==> src/rtl/vtg_pkg.sv <==
package vtg_pkg;
  localparam int NUM_SETS = 4;
  localparam int SEL_W    = $clog2(NUM_SETS);

  typedef struct packed {
    logic             clear;
    logic [SEL_W-1:0] setSel;
  } vtgStrobe_t;

  typedef struct packed {
    logic lineEnd;
    logic fieldEnd;
  } vtgStatus_t;

  // Set index: bit0 = even field, bit1 = right eye
  function automatic logic [SEL_W-1:0] nextSet(input logic [SEL_W-1:0] cur,
                                               input logic ilace,
                                               input logic stereo);
    logic [SEL_W-1:0] n;
    case ({stereo, ilace})
      2'b11:   n = cur + 2'd1;
      2'b01:   n = {1'b0, ~cur[0]};
      2'b10:   n = {~cur[1], 1'b0};
      default: n = '0;
    endcase
    return n;
  endfunction
endpackage

==> src/rtl/vtg_ctrl.sv <==
module vtg_ctrl import vtg_pkg::*; #(
  parameter int CW = 12
) (
  input  logic                          clk,
  input  logic                          rst_n,
  input  logic                          softRst,
  input  logic [CW-1:0]                 hSyncIn,
  input  logic [CW-1:0]                 hBackIn,
  input  logic [CW-1:0]                 hActiveIn,
  input  logic [CW-1:0]                 hFrontIn,
  input  logic [CW-1:0]                 vActiveIn,
  input  logic [NUM_SETS-1:0][CW-1:0]   vSyncIn,
  input  logic [NUM_SETS-1:0][CW-1:0]   vBackIn,
  input  logic [NUM_SETS-1:0][CW-1:0]   vFrontIn,
  input  logic [NUM_SETS-1:0]           vHalfIn,
  input  logic                          ilaceIn,
  input  logic                          stereoIn,
  input  logic                          hsLowIn,
  input  logic                          vsLowIn,
  input  vtgStatus_t                    stat,
  output vtgStrobe_t                    strb,
  output logic [CW-1:0]                 shHSync,
  output logic [CW-1:0]                 shHBack,
  output logic [CW-1:0]                 shHActive,
  output logic [CW-1:0]                 shHFront,
  output logic [CW-1:0]                 shVActive,
  output logic [NUM_SETS-1:0][CW-1:0]   shVSync,
  output logic [NUM_SETS-1:0][CW-1:0]   shVBack,
  output logic [NUM_SETS-1:0][CW-1:0]   shVFront,
  output logic [NUM_SETS-1:0]           shVHalf,
  output logic                          shHsLow,
  output logic                          shVsLow,
  output logic                          fieldEven,
  output logic                          eyeRight
);
  logic [SEL_W-1:0] curSel;
  logic [SEL_W-1:0] nxtSel;
  logic             shIlace;
  logic             shStereo;
  logic             loadShadow;

  always_comb begin
    nxtSel     = nextSet(curSel, shIlace, shStereo);
    loadShadow = softRst | (stat.fieldEnd && (nxtSel == '0));
  end

  always_ff @(posedge clk or negedge rst_n) begin
    if (!rst_n)              curSel <= '0;
    else if (softRst)        curSel <= '0;
    else if (stat.fieldEnd)  curSel <= nxtSel;
  end

  always_ff @(posedge clk or negedge rst_n) begin
    if (!rst_n) begin
      shHSync   <= '0;
      shHBack   <= '0;
      shHActive <= '0;
      shHFront  <= '0;
      shVActive <= '0;
      shIlace   <= 1'b0;
      shStereo  <= 1'b0;
      shHsLow   <= 1'b0;
      shVsLow   <= 1'b0;
    end else if (loadShadow) begin
      shHSync   <= hSyncIn;
      shHBack   <= hBackIn;
      shHActive <= hActiveIn;
      shHFront  <= hFrontIn;
      shVActive <= vActiveIn;
      shIlace   <= ilaceIn;
      shStereo  <= stereoIn;
      shHsLow   <= hsLowIn;
      shVsLow   <= vsLowIn;
    end
  end

  for (genvar s = 0; s < NUM_SETS; s++) begin : g_set
    always_ff @(posedge clk or negedge rst_n) begin
      if (!rst_n) begin
        shVSync[s]  <= '0;
        shVBack[s]  <= '0;
        shVFront[s] <= '0;
        shVHalf[s]  <= 1'b0;
      end else if (loadShadow) begin
        shVSync[s]  <= vSyncIn[s];
        shVBack[s]  <= vBackIn[s];
        shVFront[s] <= vFrontIn[s];
        shVHalf[s]  <= vHalfIn[s];
      end
    end
  end

  always_comb begin
    strb.clear  = softRst;
    strb.setSel = curSel;
    fieldEven   = curSel[0];
    eyeRight    = curSel[1];
  end
endmodule

==> src/rtl/vtg_datapath.sv <==
module vtg_datapath import vtg_pkg::*; #(
  parameter int CW = 12
) (
  input  logic                        clk,
  input  logic                        rst_n,
  input  vtgStrobe_t                  strb,
  input  logic [CW-1:0]               hSync,
  input  logic [CW-1:0]               hBack,
  input  logic [CW-1:0]               hActive,
  input  logic [CW-1:0]               hFront,
  input  logic [CW-1:0]               vActive,
  input  logic [NUM_SETS-1:0][CW-1:0] vSync,
  input  logic [NUM_SETS-1:0][CW-1:0] vBack,
  input  logic [NUM_SETS-1:0][CW-1:0] vFront,
  input  logic [NUM_SETS-1:0]         vHalf,
  input  logic                        hsLow,
  input  logic                        vsLow,
  output vtgStatus_t                  stat,
  output logic                        hsync,
  output logic                        vsync,
  output logic                        de,
  output logic [CW-1:0]               xPos,
  output logic [CW-1:0]               yPos
);
  localparam int TW = CW + 2;

  logic [TW-1:0] hCount, vCount;
  logic [TW-1:0] hTotal, vTotal, hActLo, hActHi, vActLo, vActHi, hMid, selSync;
  logic          hsOn, vsOn, deH, deV;

  always_comb begin
    hTotal  = TW'(hSync) + TW'(hBack) + TW'(hActive) + TW'(hFront);
    hActLo  = TW'(hSync) + TW'(hBack);
    hActHi  = hActLo + TW'(hActive);
    selSync = TW'(vSync[strb.setSel]);
    vActLo  = selSync + TW'(vBack[strb.setSel]);
    vActHi  = vActLo + TW'(vActive);
    vTotal  = vActHi + TW'(vFront[strb.setSel]);
    hMid    = vHalf[strb.setSel] ? (hTotal >> 1) : '0;

    stat.lineEnd  = (hCount == hTotal - TW'(1));
    stat.fieldEnd = stat.lineEnd && (vCount == vTotal - TW'(1));

    hsOn = (hCount < TW'(hSync));
    vsOn = ((vCount != '0) || (hCount >= hMid)) &&
           ((vCount < selSync) || ((vCount == selSync) && (hCount < hMid)));
    deH  = (hCount >= hActLo) && (hCount < hActHi);
    deV  = (vCount >= vActLo) && (vCount < vActHi);

    hsync = hsOn ^ hsLow;
    vsync = vsOn ^ vsLow;
    de    = deH && deV;
    xPos  = de ? CW'(hCount - hActLo) : '0;
    yPos  = de ? CW'(vCount - vActLo) : '0;
  end

  always_ff @(posedge clk or negedge rst_n) begin
    if (!rst_n) begin
      hCount <= '0;
      vCount <= '0;
    end else if (strb.clear) begin
      hCount <= '0;
      vCount <= '0;
    end else if (stat.lineEnd) begin
      hCount <= '0;
      vCount <= stat.fieldEnd ? '0 : vCount + TW'(1);
    end else begin
      hCount <= hCount + TW'(1);
    end
  end
endmodule

==> src/rtl/vid_timing_gen.sv <==
module vid_timing_gen import vtg_pkg::*; #(
  parameter int CW = 12
) (
  input  logic                        clk,
  input  logic                        rst_n,
  input  logic                        softRst,
  input  logic [CW-1:0]               hSyncLen,
  input  logic [CW-1:0]               hBackLen,
  input  logic [CW-1:0]               hActiveLen,
  input  logic [CW-1:0]               hFrontLen,
  input  logic [CW-1:0]               vActiveLen,
  input  logic [3:0][CW-1:0]          vSyncLen,
  input  logic [3:0][CW-1:0]          vBackLen,
  input  logic [3:0][CW-1:0]          vFrontLen,
  input  logic [3:0]                  vHalfShift,
  input  logic                        interlaceEn,
  input  logic                        stereoEn,
  input  logic                        hsActLow,
  input  logic                        vsActLow,
  output logic                        hsync,
  output logic                        vsync,
  output logic                        de,
  output logic                        field,
  output logic                        eye,
  output logic [CW-1:0]               xPos,
  output logic [CW-1:0]               yPos
);
  vtgStrobe_t                  strb;
  vtgStatus_t                  stat;
  logic [CW-1:0]               shHSync, shHBack, shHActive, shHFront, shVActive;
  logic [NUM_SETS-1:0][CW-1:0] shVSync, shVBack, shVFront;
  logic [NUM_SETS-1:0]         shVHalf;
  logic                        shHsLow, shVsLow;

  vtg_ctrl #(.CW(CW)) u_ctrl (
    .clk(clk), .rst_n(rst_n), .softRst(softRst),
    .hSyncIn(hSyncLen), .hBackIn(hBackLen), .hActiveIn(hActiveLen),
    .hFrontIn(hFrontLen), .vActiveIn(vActiveLen),
    .vSyncIn(vSyncLen), .vBackIn(vBackLen), .vFrontIn(vFrontLen),
    .vHalfIn(vHalfShift), .ilaceIn(interlaceEn), .stereoIn(stereoEn),
    .hsLowIn(hsActLow), .vsLowIn(vsActLow),
    .stat(stat), .strb(strb),
    .shHSync(shHSync), .shHBack(shHBack), .shHActive(shHActive),
    .shHFront(shHFront), .shVActive(shVActive),
    .shVSync(shVSync), .shVBack(shVBack), .shVFront(shVFront),
    .shVHalf(shVHalf), .shHsLow(shHsLow), .shVsLow(shVsLow),
    .fieldEven(field), .eyeRight(eye)
  );

  vtg_datapath #(.CW(CW)) u_dp (
    .clk(clk), .rst_n(rst_n), .strb(strb),
    .hSync(shHSync), .hBack(shHBack), .hActive(shHActive), .hFront(shHFront),
    .vActive(shVActive), .vSync(shVSync), .vBack(shVBack), .vFront(shVFront),
    .vHalf(shVHalf), .hsLow(shHsLow), .vsLow(shVsLow),
    .stat(stat), .hsync(hsync), .vsync(vsync), .de(de),
    .xPos(xPos), .yPos(yPos)
  );
endmodule

==> config.mk <==
export PLATFORM = sky130hd
export DESIGN_NAME = vid_timing_gen
export DESIGN_NICKNAME = d
export VERILOG_FILES = /design/src/rtl/vtg_pkg.sv /design/src/rtl/vtg_ctrl.sv /design/src/rtl/vtg_datapath.sv /design/src/rtl/vid_timing_gen.sv
export SDC_FILE = /design/constraint.sdc
export NUM_CORES = 1
export LEC_CHECK = 0
export CAP_MARGIN = 30
export CORE_MARGIN = 3
export CORE_UTILIZATION = 51
export DETAILED_ROUTE_END_ITERATION = 8
export PLACE_DENSITY = 0.78
export SLEW_MARGIN = 20
export SYNTH_ARGS = -nofsm -noshare
export SYNTH_HDL_FRONTEND = slang
export SYNTH_SLANG_ARGS = --single-unit
export TNS_END_PERCENT = 30
==> constraint.sdc <==
create_clock -name clk -period 8.6 [get_ports clk]
set_clock_uncertainty 0.1 [all_clocks]
set_input_delay 1.29 -clock clk [delete_from_list [all_inputs] [get_ports clk]]
set_output_delay 1.29 -clock clk [all_outputs]
set_load 0.02 [all_outputs]
; Word-level counts from Yosys, hierarchy flattened
; Index checks and enable logic that the tools add are counted.
[word_totals]
register_bits = 242
input_bits = 215
output_inout_bits = 29
wordCells = 93
[op_classes]
addsub = 13
n_lt_le_gt_ge = 9
n_eq_ne = 6
muxes = 19
n_bitwise = 5
n_reduce_logical = 13
[op_table]
columns = op, count
row1 = 12-bit binary-select mux with 2-bit select, 3
row2 = 14-bit two-way mux, 5
row3 = 12-bit two-way mux, 5
row4 = 14-bit by 13-bit >= comparator with 1-bit output, 3
row5 = 13-bit by 12-bit adder with 14-bit output, 2
row6 = 14-bit by 1-bit adder with 14-bit output (second input constant), 2
row7 = 14-bit by 12-bit adder with 14-bit output, 2
row8 = 14-bit == test, 2
row9 = 14-bit by 12-bit less-than comparator with 1-bit output, 2
row10 = 14-bit less-than comparator, 2
row11 = 14-bit by 1-bit subtractor with 14-bit output (second input constant), 2
row12 = 12-bit by 12-bit adder with 13-bit output, 2
row13 = 12-bit subtractor, 2
row14 = 14-bit by 12-bit == test with 1-bit output, 1
row15 = 14-bit by 13-bit less-than comparator with 1-bit output, 1
row16 = 14-bit nonzero test, 1
row17 = 13-bit two-way mux, 1
row18 = 1-bit logical AND, 7
row19 = 2-bit one-hot mux with 3 select lines, 1
row20 = 2-bit == test (second input constant), 2
row21 = 2-bit two-way mux, 2
row22 = 2-bit nonzero test, 2
row23 = 2-bit by 3-bit less-than comparator with 1-bit output (second input constant), 1
row24 = 2-bit by 1-bit adder with 2-bit output (second input constant), 1
row25 = 8 further kinds, 11

; Longest topological paths before layout
[logic_depth]
word_depth = 11
ltp_mapped = 34
mapped_depth_nobuf = 33

; Hierarchy
; A second synthesis with hierarchy kept.
[unflattened]
hier_cells = 1667
area_unflattened_um2 = 18495.2
[modules_own_cells]
columns = module, n_inst, cells_per_inst, area_each_um2, seq_area_each_um2
row1 = vtg_datapath, 1, 1202, 9471.6, 700.7
row2 = vtg_ctrl, 1, 465, 9023.7, 5355.1

; Worst setup path after synthesis
; Ideal clock, no wire load.
[synth_path]
path_kind = register to output
start = register u_ctrl.curSel[0]
end = output port yPos[11]
arrival_time_ns = 6.939
required_time_ns = 7.210
setup_slack_ns = 0.271
path_stages_with_launch = 28
path_buffers = 3
cell_sequence = dfrtp_1 > buf_1 > buf_1 > mux4_2 > ha_1 > a21o_1 > a21oi_1 > o21bai_1 > a21oi_1 > o21bai_1 > a21oi_1 > nor2b_1 > o21a_1 > o41ai_1 > xnor2_1 > ha_1 > or3_1 > o21ai_0 > a31oi_1 > xor2_1 > ha_1 > nor2b_1 > o21ai_0 > nand3_1 > a21oi_1 > nand3_1 > clkbuf_1 > nor4b_1
[synth_between]
elab_chain_cells = 8
elab_cells_between_ends = 12
cone_classes = add/sub (3) / order compare (2) / mux (5) / reduce/logical (2)
[synth_rtl]
columns = item, line
row1 = start: declaration, vtg_ctrl.sv:36  ; logic [SEL_W-1:0] curSel;
row2 = start signal: assignment, vtg_ctrl.sv:50  ; else if (stat.fieldEnd) curSel <= nxtSel;
row3 = 12-bit binary-select mux with 2-bit select (on tied branches), "vtg_datapath.sv:35, vtg_datapath.sv:36"
row4 = 12-bit two-way mux (on tied branches), "vtg_datapath.sv:35, vtg_datapath.sv:36"
row5 = 12-bit by 12-bit adder with 13-bit output (*), vtg_datapath.sv:36  ; vActLo = selSync + TW'(vBack[strb.setSel]);
row6 = 13-bit by 12-bit adder with 14-bit output, vtg_datapath.sv:37  ; vActHi = vActLo + TW'(vActive);
row7 = 14-bit less-than comparator, vtg_datapath.sv:48  ; deV = (vCount >= vActLo) && (vCount < vActHi);
row8 = 1-bit logical AND, vtg_datapath.sv:48
row9 = 1-bit logical AND, vtg_datapath.sv:52  ; de = deH && deV;
row10 = 12-bit two-way mux (*), vtg_datapath.sv:54  ; yPos = de ? CW'(vCount - vActLo) : '0;
row11 = end: declaration, vid_timing_gen.sv:26  ; output logic [CW-1:0] yPos
; Every way passes the cells marked *; elsewhere a longest branch is shown, timed or not. The select of a mux whose other input is x is not followed.

; Worst setup path in the final report
[layout_path]
start = register u_ctrl.shHSync[1]
end = output port vsync
[layout_between]
elab_chain_cells = 9
elab_cells_between_ends = 11
cone_classes = add/sub (3) / order compare (2) / mux (1) / bitwise (1) / reduce/logical (4)
[layout_rtl]
columns = item, line
row1 = start: declaration, vtg_ctrl.sv:22  ; output logic [CW-1:0] shHSync,
row2 = start signal: assignment, vtg_ctrl.sv:65  ; shHSync <= hSyncIn;
row3 = 12-bit by 12-bit adder with 13-bit output (*), vtg_datapath.sv:32  ; hTotal = TW'(hSync) + TW'(hBack) + TW'(hActive) + TW'(hFront);
row4 = 13-bit by 12-bit adder with 14-bit output (*), vtg_datapath.sv:32
row5 = 14-bit by 12-bit adder with 14-bit output (*), vtg_datapath.sv:32
row6 = 13-bit two-way mux (*), vtg_datapath.sv:39  ; hMid = vHalf[strb.setSel] ? (hTotal >> 1) : '0;
row7 = 14-bit by 13-bit less-than comparator with 1-bit output, vtg_datapath.sv:46  ; ((vCount < selSync) || ((vCount == selSync) && (hCount < hMid)));
row8 = 1-bit logical AND, vtg_datapath.sv:46
row9 = 1-bit logical OR, vtg_datapath.sv:46
row10 = 1-bit logical AND (*), vtg_datapath.sv:45  ; vsOn = ((vCount != '0) || (hCount >= hMid)) &&
row11 = 1-bit XOR (*), vtg_datapath.sv:51  ; vsync = vsOn ^ vsLow;
row12 = end: declaration, vid_timing_gen.sv:21  ; output logic vsync,
; Every way passes the cells marked *; elsewhere a longest branch is shown, timed or not.

==> impl_metrics.csv <==
group,metric,value,unit
run_status,run_status,"finished, violations left",
run_status,failed_checks,"negative setup slack",
setup_path,cp-end-kind,"output pin",
global_route,top_usage_layer,"met2",
global_route,gr-usage-met3,6.96,%
clocking,cts_max_level,1,
layout,nNetsFinal,2371,
synth,async_reset_ff_share,100,%
place,dp_hpwl,38.6,mm
layout,area_growth,25.0,%
sta,setup_ws,-0.102,ns
setup_path,worst_path_max_delay_cell,"or4_1",
synth,synth_nets,2085,
global_route,grt_pass1_wl,77.5,mm
sta,period_needed,8.70,ns
synth,yosys_warnings,0,
setup_path,crit_top_cell,"ha_1",
setup_path,path_class,"flip-flop to output pin",
die,initial_core_util,52.4,%
power,peakVddDrop,238,µV
sta,hold_violations,0,
drt,vias,14525,
clocking,cts_root_buf,"clkbuf_16",
die,io-pin-count,244,
place,io_buffers,243,
clocking,clock-sinks,242,
setup_path,path_buf_inv,1,
sta,fin_crit_sh,101,%
setup_path,arrival,7.31,ns
setup_path,reg2reg_depth,33,
setup_path,reg2reg_from,"u_ctrl.curSel[0]",
clocking,clkTransAtPathRegs,0.06,ns
layout,drive_gt1_share,11.6,%
drt,wl,51.0,mm
power,pwr-share-seq,19.7,%
synth,synthFlopType,"dfrtp_1",
flow_run,cap_violations,0,
die,die-width,192,µm
synth,synth-seq-cells,242,
sta,finalSetupTns,-0.102,ns
global_route,grtUsageMet2,43.1,%
min_path,holdPathEnd,"u_ctrl.shVSync[28]",
drt,vias_per_cell,5.95,
clocking,tritoncts,"done",
drt,post-route-drc-count,0,
drt,ant_nets,0,
sta,fmax,0.115,GHz
clocking,ctsHoldBuffers,0,
clocking,cts_buffer_depth,3,
drt,post_drt_wl_per_cell,20.9,µm
synth,syn-mean-instance-area,10.5,µm²
setup_path,timing.rr.end,"u_ctrl.shVFront[23]",
place,place.gp.congestion,0.963,
power,cellPowerDensity,298,mW/mm²
place,dpl_worst_slack,-0.291,ns
drt,firstDrtPassIters,5,
global_route,gr-total-overflow,0,
power,switching_share,43.9,%
place,dpl_cell_area,0.0209,mm²
power,p_leak,10.2,nW
drt,drt_iter0_drc,1070,
setup_path,cp-start-kind,"flip-flop",
sta,worst_pin_slew,0.786,ns
die,core.rowCount,67,
sta,relSlewSlack,47.5,%
sta,setup_viol,1,
synth,synth_seq_area_share,34.1,%
synth,synth_edf_count,0,
setup_path,crit_fanout,3,
setup_path,critPathMaxStageDelay,0.54,ns
min_path,min_from,"u_ctrl.shVSync[28]",
clocking,clk_latency,0.59,ns
power,power.switching,2.90,mW
setup_path,cp.required,7.21,ns
clocking,cts-buffers-inserted,29,
synth,ys_types,77,
sta,rsz0062_at_grt,"yes",
power,power_frac_comb,61.8,%
sta,drv_slew,0,
die,die_h,192,µm
global_route,grtUsageMet1,35.1,%
min_path,hold_depth,1,
synth,synthesis.area,0.0177,mm²
layout,design_area,0.0222,mm²
global_route,first_global_vias,14500,
global_route,antenna_found_initial,3,
setup_path,r2r_slack,0.31,ns
min_path,hold_class,"flip-flop to flip-flop",
synth,postSynthCellCount,1685,
global_route,grt_max_degree,90,
power,clock_power_share,18.5,%
die,dieArea,0.0371,mm²
setup_path,cp_top_family,"compound AO/OA/AOI/OAI gates",
die,core-area,0.0339,mm²
layout,final_common_cell,"dfrtp_1",
power,power.internal,3.71,mW
layout,layout_common_cells,"dfrtp_1, clkdlybuf4s50_1, mux2_1",
global_route,grt_use_total,26.7,%
-- kinds of logic after synthesis --
| group | share of synthesized area, % |
|---|---|
| buffers and inverters | 4.94 |
| flip-flops | 34.1 |
| AO/OA/AOI/OAI | 11.8 |
| XOR/XNOR | 5.54 |
| multiplexers | 18.4 |
| AND/OR/NAND/NOR | 11.8 |
| adder cells (fa/ha/maj) | 13.4 |
-- layout make-up --
type | instances | area (µm²)
Inverter | 135 | 507
Antenna cell | 2 | 5.00
Fill cell | 2605 | 11700
Multi-Input combinational cell | 1249 | 10900
Timing Repair Buffer | 314 | 3130
Sequential cell | 242 | 6060
Clock buffer | 40 | 837
Clock inverter | 12 | 115
Tap cell | 448 | 561
-- metal layers --
metal,part of all wire [%],vias to the layer above
met3,8.7,114
li1,-,6757
met4,3.4,2
met1,41,7132
met2,46,520
met5,0.027,-
-- worst max-delay path by stage --
| stage | startpoint | endpoint | slack (ns) | depth (start not counted) |
|---|---|---|---|---|
| 2_1_floorplan | u_ctrl.curSel[0] | yPos[11] | 0.27 | 27 |
| 3_3_place_gp | u_ctrl.shHSync[1] | vsync | 0.03 | 33 |
| 3_5_place_dp | u_ctrl.shHSync[1] | vsync | -0.29 | 33 |
| 4_1_cts | u_ctrl.shHSync[1] | vsync | -0.09 | 33 |
| 5_1_grt | u_ctrl.shHSync[3] | vsync | -0.51 | 32 |
| 6_report | u_ctrl.shHSync[1] | vsync | -0.10 | 33 |
-- what timing repair did --
action | CTS | global route
buffers inserted | 13 | 4
pin swaps | 11 | 5
endpoints found under the hold margin | 0 | 0
endpoints found under the setup margin | 19 | 191
resized for setup | 18 | 41
gates cloned | 0 | 2
-- registers in the layout, indices dropped and copies added (netlist names), 12 cells and up --
signal and cells:
u_ctrl.shVBack 48, u_ctrl.shVFront 48, u_ctrl.shVSync 48, u_dp.hCount 14
u_dp.vCount 14, u_ctrl.shHActive 12, u_ctrl.shHBack 12, u_ctrl.shHFront 12
u_ctrl.shHSync 12, u_ctrl.shVActive 12
-- power by group through the flow --
stage                     Sequential, mW  Combinational [mW]  Clock [mW]
final                               1.30                4.09        1.22
after global routing                1.31                4.48        1.29
after CTS                           1.30                3.97        1.24
after detailed placement            1.32                3.88           0
after global placement              1.31                3.76           0
after floorplan                     1.30                2.93           0
-- synth_stat cells (all sizes together), types with 5 or more instances --
library cell / n / area, µm²
a21boi: 13 / 97.6
xor2: 50 / 438
nor2: 61 / 229
a211oi: 9 / 72.6
a21oi: 51 / 255
mux4: 37 / 833
o31ai: 5 / 37.5
ha: 177 / 2210
and3: 10 / 62.6
o211ai: 22 / 165
mux2: 212 / 2390
and4: 6 / 52.6
xnor2: 57 / 499
inv: 135 / 507
or4: 8 / 60.1
fa: 8 / 160
o21ai: 71 / 355
or3: 5 / 31.3
a21o: 43 / 323
nand2: 72 / 270
a2bb2oi: 8 / 70.1
and2: 9 / 56.3
or2: 6 / 37.5
o21a: 12 / 90.1
nor3: 63 / 320
nand3: 35 / 175
nor2b: 37 / 231
clkbuf: 29 / 109
buf: 30 / 261
o211a: 6 / 60.1
nor4: 26 / 163
o21bai: 7 / 52.6
nand2b: 19 / 119
o31a: 6 / 52.6
a31oi: 7 / 43.8
a22oi: 6 / 45.0
nand4: 22 / 138
dfrtp: 242 / 6060
a2111oi: 6 / 52.6
o311ai: 5 / 43.8
-- stage by stage --
| step | power [mW] | hold WS [ns] | util, % | std cells |
|---|---|---|---|---|
| 6_report | 6.61 | 0.379 | 65.4 | 2442 |
| 5_1_grt | 7.09 | 0.393 | 65.4 | 2440 |
| 4_1_cts | 6.52 | 0.384 | 64.9 | 2433 |
| 3_5_place_dp | 5.21 | 0.371 | 61.6 | 2368 |
| 3_3_place_gp | 5.07 | 0.362 | 61.6 | 2367 |
| 2_1_floorplan | 4.22 | 0.352 | - | 1685 |
Power figures use the tool's default switching activity.
